<file path="src/rtl/saf_pkg.sv">
package saf_pkg;

    localparam int unsigned WORD_W = 32;
    localparam int unsigned MAC_W  = 48;
    localparam int unsigned HI_W   = MAC_W - WORD_W;
    localparam int unsigned EN_BIT = 31;

    typedef struct packed {
        logic [WORD_W-1:0] stage;
        logic [MAC_W-1:0]  addr;
        logic              vld;
    } slot_state_t;

    localparam slot_state_t SLOT_CLEAR = '{stage: '0, addr: '0, vld: 1'b0};

endpackage

</file>
<file path="src/rtl/saf_slot.sv">
module saf_slot
    import saf_pkg::*;
(
    input  logic              clk,
    input  logic              rst,
    input  logic              wr_low,
    input  logic              wr_high,
    input  logic [WORD_W-1:0] wr_data,
    input  logic [MAC_W-1:0]  lk_addr,
    output logic              match
);

    slot_state_t st_d, st_q;
    logic [MAC_W-1:0] commit_addr;
    logic             unused_hi_bits;

    assign commit_addr    = {wr_data[HI_W-1:0], st_q.stage};
    assign unused_hi_bits = ^wr_data[EN_BIT-1:HI_W];

    always_comb begin
        st_d = st_q;
        if (wr_low) begin
            st_d.stage = wr_data;
        end
        if (wr_high) begin
            st_d.addr = commit_addr;
            st_d.vld  = wr_data[EN_BIT] && (commit_addr != '0);
        end
    end

    always_ff @(posedge clk) begin
        if (rst) begin
            st_q <= SLOT_CLEAR;
        end else begin
            st_q <= st_d;
        end
    end

    assign match = st_q.vld && (st_q.addr == lk_addr);

    // a lone low-word write leaves the compare value untouched
    p_low_keeps_active_r5: assert property (@(posedge clk) disable iff (rst)
        (wr_low && !wr_high) |=> ($stable(st_q.addr) && $stable(st_q.vld)));

    // a valid slot never holds the zero address
    p_zero_never_valid_r4: assert property (@(posedge clk) disable iff (rst)
        st_q.vld |-> (st_q.addr != '0));

    // the committed low half equals the previously staged word
    p_commit_uses_stage_r6: assert property (@(posedge clk) disable iff (rst)
        (wr_high && !wr_low) |=> (st_q.addr[WORD_W-1:0] == $past(st_q.stage)));

endmodule

</file>
<file path="src/rtl/saf_prio.sv">
module saf_prio #(
    parameter int unsigned N     = 16,
    parameter int unsigned IDX_W = 4
) (
    input  logic             clk,
    input  logic             rst,
    input  logic [N-1:0]     req,
    output logic             any,
    output logic [IDX_W-1:0] idx
);

    always_comb begin
        idx = '0;
        for (int i = N - 1; i >= 0; i--) begin
            if (req[i]) begin
                idx = IDX_W'(i);
            end
        end
    end

    assign any = |req;

    // the reported slot requests and nothing below it does
    p_lowest_wins_r9: assert property (@(posedge clk) disable iff (rst)
        any |-> (req[idx] && ((req & ((N'(1) << idx) - N'(1))) == '0)));

    // no request gives index zero
    p_idle_idx_zero_r11: assert property (@(posedge clk) disable iff (rst)
        !any |-> (idx == '0));

endmodule

</file>
<file path="src/rtl/station_addr_filter.sv">
module station_addr_filter
    import saf_pkg::*;
#(
    parameter int unsigned N_SLOTS = 16,
    localparam int unsigned IDX_W  = (N_SLOTS > 1) ? $clog2(N_SLOTS) : 1,
    localparam int unsigned SEL_W  = IDX_W + 1
) (
    input  logic              clk,
    input  logic              rst,
    input  logic              wr_en,
    input  logic [SEL_W-1:0]  wr_sel,
    input  logic [WORD_W-1:0] wr_data,
    input  logic              lk_valid,
    input  logic [MAC_W-1:0]  lk_addr,
    output logic              res_valid,
    output logic              res_hit,
    output logic [IDX_W-1:0]  res_idx
);

    typedef struct packed {
        logic             vld;
        logic             hit;
        logic [IDX_W-1:0] idx;
    } result_t;

    result_t res_d, res_q;

    logic [IDX_W-1:0]   sel_slot;
    logic               sel_high;
    logic [N_SLOTS-1:0] slot_match;
    logic               any_hit;
    logic [IDX_W-1:0]   hit_idx;

    assign sel_slot = wr_sel[SEL_W-1:1];
    assign sel_high = wr_sel[0];

    for (genvar g = 0; g < N_SLOTS; g++) begin : g_slot
        logic wr_this;
        assign wr_this = wr_en && (sel_slot == IDX_W'(g));
        saf_slot u_slot (
            .clk     (clk),
            .rst     (rst),
            .wr_low  (wr_this && !sel_high),
            .wr_high (wr_this && sel_high),
            .wr_data (wr_data),
            .lk_addr (lk_addr),
            .match   (slot_match[g])
        );
    end

    saf_prio #(.N(N_SLOTS), .IDX_W(IDX_W)) u_prio (
        .clk (clk),
        .rst (rst),
        .req (slot_match),
        .any (any_hit),
        .idx (hit_idx)
    );

    always_comb begin
        res_d     = '0;
        res_d.vld = lk_valid;
        if (lk_valid && any_hit) begin
            res_d.hit = 1'b1;
            res_d.idx = hit_idx;
        end
    end

    always_ff @(posedge clk) begin
        if (rst) begin
            res_q <= '0;
        end else begin
            res_q <= res_d;
        end
    end

    assign res_valid = res_q.vld;
    assign res_hit   = res_q.hit;
    assign res_idx   = res_q.idx;

    // each strobe yields a result in the next cycle
    p_strobe_gives_result_r8: assert property (@(posedge clk) disable iff (rst)
        lk_valid |=> res_valid);

    // no strobe, no result
    p_no_strobe_quiet_r8: assert property (@(posedge clk) disable iff (rst)
        !lk_valid |=> (!res_valid && !res_hit));

    // a miss carries index zero
    p_miss_idx_zero_r11: assert property (@(posedge clk) disable iff (rst)
        (res_valid && !res_hit) |-> (res_idx == '0));

    // a hit only appears with a result strobe
    p_hit_needs_valid_r8: assert property (@(posedge clk) disable iff (rst)
        res_hit |-> res_valid);

endmodule

</file>
<file path="config.mk">
export PLATFORM = sky130hd
export DESIGN_NAME = station_addr_filter
export DESIGN_NICKNAME = d
export VERILOG_FILES = /design/src/rtl/saf_pkg.sv /design/src/rtl/saf_slot.sv /design/src/rtl/saf_prio.sv /design/src/rtl/station_addr_filter.sv
export SDC_FILE = /design/constraint.sdc
export NUM_CORES = 2
export LEC_CHECK = 0
export ABC_AREA = 1
export BUFFER_PORTS_ARGS = -buffer_cell sky130_fd_sc_hd__buf_2
export CAP_MARGIN = 10
export CORE_AREA = 4 4 338 340
export CTS_BUF_LIST = sky130_fd_sc_hd__clkbuf_2
export CTS_CLUSTER_DIAMETER = 40
export DETAILED_ROUTE_END_ITERATION = 12
export DIE_AREA = 0 0 342 344
export GPL_TIMING_DRIVEN = 0
export HOLD_SLACK_MARGIN = 0.12
export PLACE_DENSITY = 0.71
export SLEW_MARGIN = 15
export SYNTH_ARGS = -nofsm -noshare
export SYNTH_HDL_FRONTEND = slang
export SYNTH_HIERARCHICAL = 1
export SYNTH_SLANG_ARGS = --single-unit
</file>
<file path="constraint.sdc">
create_clock -name clk -period 2.9 [get_ports clk]
set_input_delay 0.725 -clock clk [delete_from_list [all_inputs] [get_ports clk]]
set_output_delay 0.725 -clock clk [all_outputs]
set_load 0.01 [all_outputs]
</file>
==> impl_metrics.tcl <==
set metrics [dict create \
    path_max_fanout 10 \
    ant_nets 0 \
    rr_startpoint "g_slot[8].u_slot/st_q[25]$_SDFFE_PP0P_" \
    worstPathArrival_ps 4510 \
    hold_violations 0 \
    rsz0062_at_grt "true" \
    final_nets 9505 \
    power.density_nw_per_um2 508 \
    first_iter_violations 8505 \
    synth_seq_cells 1302 \
    failed_checks "setup timing" \
    slew_headroom_pct 5.63 \
    startpoint_type "primary input" \
    dp_cells 10500 \
    overflow 0 \
    core_sq_um 112000 \
    power_frac_seq_pct 53.2 \
    start_util_pct 54.4 \
    final.setup_skew_ps 117 \
    period_needed_ps 2920 \
    multi_input_area_sq_um 28400 \
    grt_pass1_vias 57600 \
    routed_via_density 5.75 \
    ir_worst_vdd_mv 0.322 \
    yosysUniqueCellTypes 27 \
    crit_path_start "wr_sel[1]" \
    cts_root_buf "clkbuf_2" \
    grt_max_degree 33 \
    port_buffers 92 \
    synthCells 8885 \
    post_cts_buffers 0 \
    grt_pass1_wl_um 367000 \
    setup_ws_ps -18.0 \
    layoutNonFillerInstCount 11100 \
    worstMarginPinSlew_ps 1420 \
    design_area_sq_um 67000 \
    dp_slack_ps -1650 \
    cp_slowest_stage_delay_ps 660 \
    worstPathRequired_ps 4490 \
    drc_errors 0 \
    min_period_over_period_pct 101 \
    maxCapViolCount 0 \
    clock-sinks 1302 \
    intPower_mw 23.6 \
    worstSetupEndpointType "flip-flop" \
    die_w_um 342 \
    post-route-util_pct 60.1 \
    seqCellArea_sq_um 26100 \
    critPathSlowestCell "dlygate4sd3_1" \
    via_count 64100 \
    hpwl_um 153000 \
    dr.pass1.iters 7 \
    comb_power_share_pct 10.3 \
    slew_violations 0 \
    finalSetupViolCount 1 \
    synth_area_sq_um 60700 \
    crit_path_cell_trace "dlygate4sd3_1 -> buf_2 -> nor2_1 -> dlygate4sd3_1 -> nand3_2 -> nor2_1 -> buf_4 -> buf_2 -> nand2_1 -> dlygate4sd3_1 -> a21oi_1 -> dlygate4sd3_1" \
    num_rows 123 \
    area_delta_synth_final_pct 10.5 \
    pin_count 95 \
    min_from "wr_data[27]" \
    max_freq_ghz 0.343 \
    path_common_cell "dlygate4sd3_1" \
    crit_family "buffers and inverters" \
    htree_levels 5 \
    num-fill-cells 10900 \
    wirelength_um 259000 \
    cp.buffers_inverters 7 \
    cts.path.max_buffers 4 \
    hold_path.class "in -> reg" \
    cts_tree "built" \
    yosys_warnings 6 \
    die-height_um 344 \
    postPlaceCellArea_sq_um 63300 \
    syn_avg_cell_area_sq_um 6.83 \
    die_area_sq_um 118000 \
    criticalPathCategory "in -> reg" \
    power.switching_mw 10.5 \
    switching_share_pct 30.8 \
    clkTransAtPathRegs_ps 110 \
    post_drt_wl_per_cell_um 23.2 \
    setup_tns_ps -18.0 \
    power_frac_clock_pct 36.4 \
    numCtsBuffers 349 \
    antenna_found_initial 14 \
    gp_congestion 0.971 \
    layout-drive-gt1-share_pct 10.8 \
    p_leak_nw 27.6 \
    run_status "complete, but fails checks" \
    track_usage_pct 42.4 \
    yosysSeqAreaShare_pct 43.0 \
    synthesis.nets 8974 \
    clock_latency_ps 1640 \
]
per-layer routing:
layer  GRT usage, %  vias to the layer above  wire length [um]
met5          0.531                        -               113
met4           29.4                        6             20900
met3           14.2                      991             39400
met2           59.6                     4438            102000
met1           54.6                    29200             96500
li1               -                    29500                 -
flip-flops by register name, summed over array words and instances, names as in the netlist:
register / count
res_valid: 1
res_hit: 1
g_slot.u_slot/commit_addr: 512
g_slot.u_slot/st_q: 784
res_idx: 4
worst paths after layout:
check | end | slack [ps] | cells after the start
worst min register to register | g_slot[12].u_slot/st_q[18]$_SDFFE_PP0P_ | 410 | 2
worst max register to register | res_idx[1]$_SDFF_PP0_ | 10 | 14
worst min-delay path | g_slot[5].u_slot/commit_addr[27]$_SDFFE_PP0P_ | 290 | 4
worst max-delay path | g_slot[12].u_slot/commit_addr[31]$_SDFFE_PP0P_ | -20 | 12
cells in the final DEF, fill, tap and decap left out, drive strengths merged, types with 94 or more instances in the layout:
| master | n |
|---|---|
| clkbuf | 546 |
| nand3 | 94 |
| nand2 | 2536 |
| o21ai | 432 |
| a211oi | 656 |
| nor2 | 1540 |
| a21oi | 643 |
| dfxtp | 1302 |
| buf | 461 |
| inv | 994 |
| xnor2 | 128 |
through the flow:
step           hold slack [ps]  power (mW)
6_report                   287        34.1
5_1_grt                    218        35.2
4_1_cts                    127        33.9
3_5_place_dp               452        21.7
3_3_place_gp               453        21.7
2_1_floorplan              440        20.0
worst min-delay path, stage by stage:
cell and delay [ps]:
dlygate4sd3_1 540, buf_4 370, nand2_1 160, a21oi_1 60
cells in the mapped netlist, drive strengths merged:
library cell     n  area, sq um
inv            988         3710
nor3            31          155
a211oi         656         5000
nand2         2536         9520
a21oi          643         3220
xnor2          128         1120
o21ai          432         2160
clkbuf          64          240
buf            356         2270
nor4             1         6.26
o211ai          16          120
o22ai           16          100
nor2          1540         5780
or2              1         6.26
xor2            48          420
dfxtp         1302        26100
a21boi          16          180
nand4           17          106
nand3           94          470
power by group through the flow:
stage | Sequential [mW] | Combinational, mW | Clock (mW)
6_report | 18.1 | 3.52 | 12.4
5_1_grt | 18.2 | 3.60 | 13.4
4_1_cts | 18.1 | 3.30 | 12.5
3_5_place_dp | 18.5 | 3.20 | 0
3_3_place_gp | 18.5 | 3.14 | 0
2_1_floorplan | 18.5 | 1.46 | 0
area by class of cell:
class,instances,share of cell area (%)
buffer,420,3.75
antenna,22,0.0821
inverter,988,5.53
clock buffer,482,3.60
multi-input combinational,6175,42.4
timing repair buffer,180,2.37
tap,1500,2.80
sequential,1302,38.9
clock inverter,73,0.590
cells by family (layout without fill, tap and decap cells):
family          Yosys count  count (layout)  synth area share (%)
buf+inv                1408            2143                  10.3
other cells               0              22                     0
simple gates           4220            4220                  26.5
flops                  1302            1302                  43.0
compound gates         1779            1779                  17.8
xor+xnor                176             176                  2.54
timing repair:
action / 4_1_cts / 5_1_grt
hold buffers: 75 / 1
resized for setup: 1 / 7
setup endpoints to repair: 4 / 3
endpoints found under the hold margin: 1284 / 1
No activity file was read; power rests on OpenSTA's default activity.
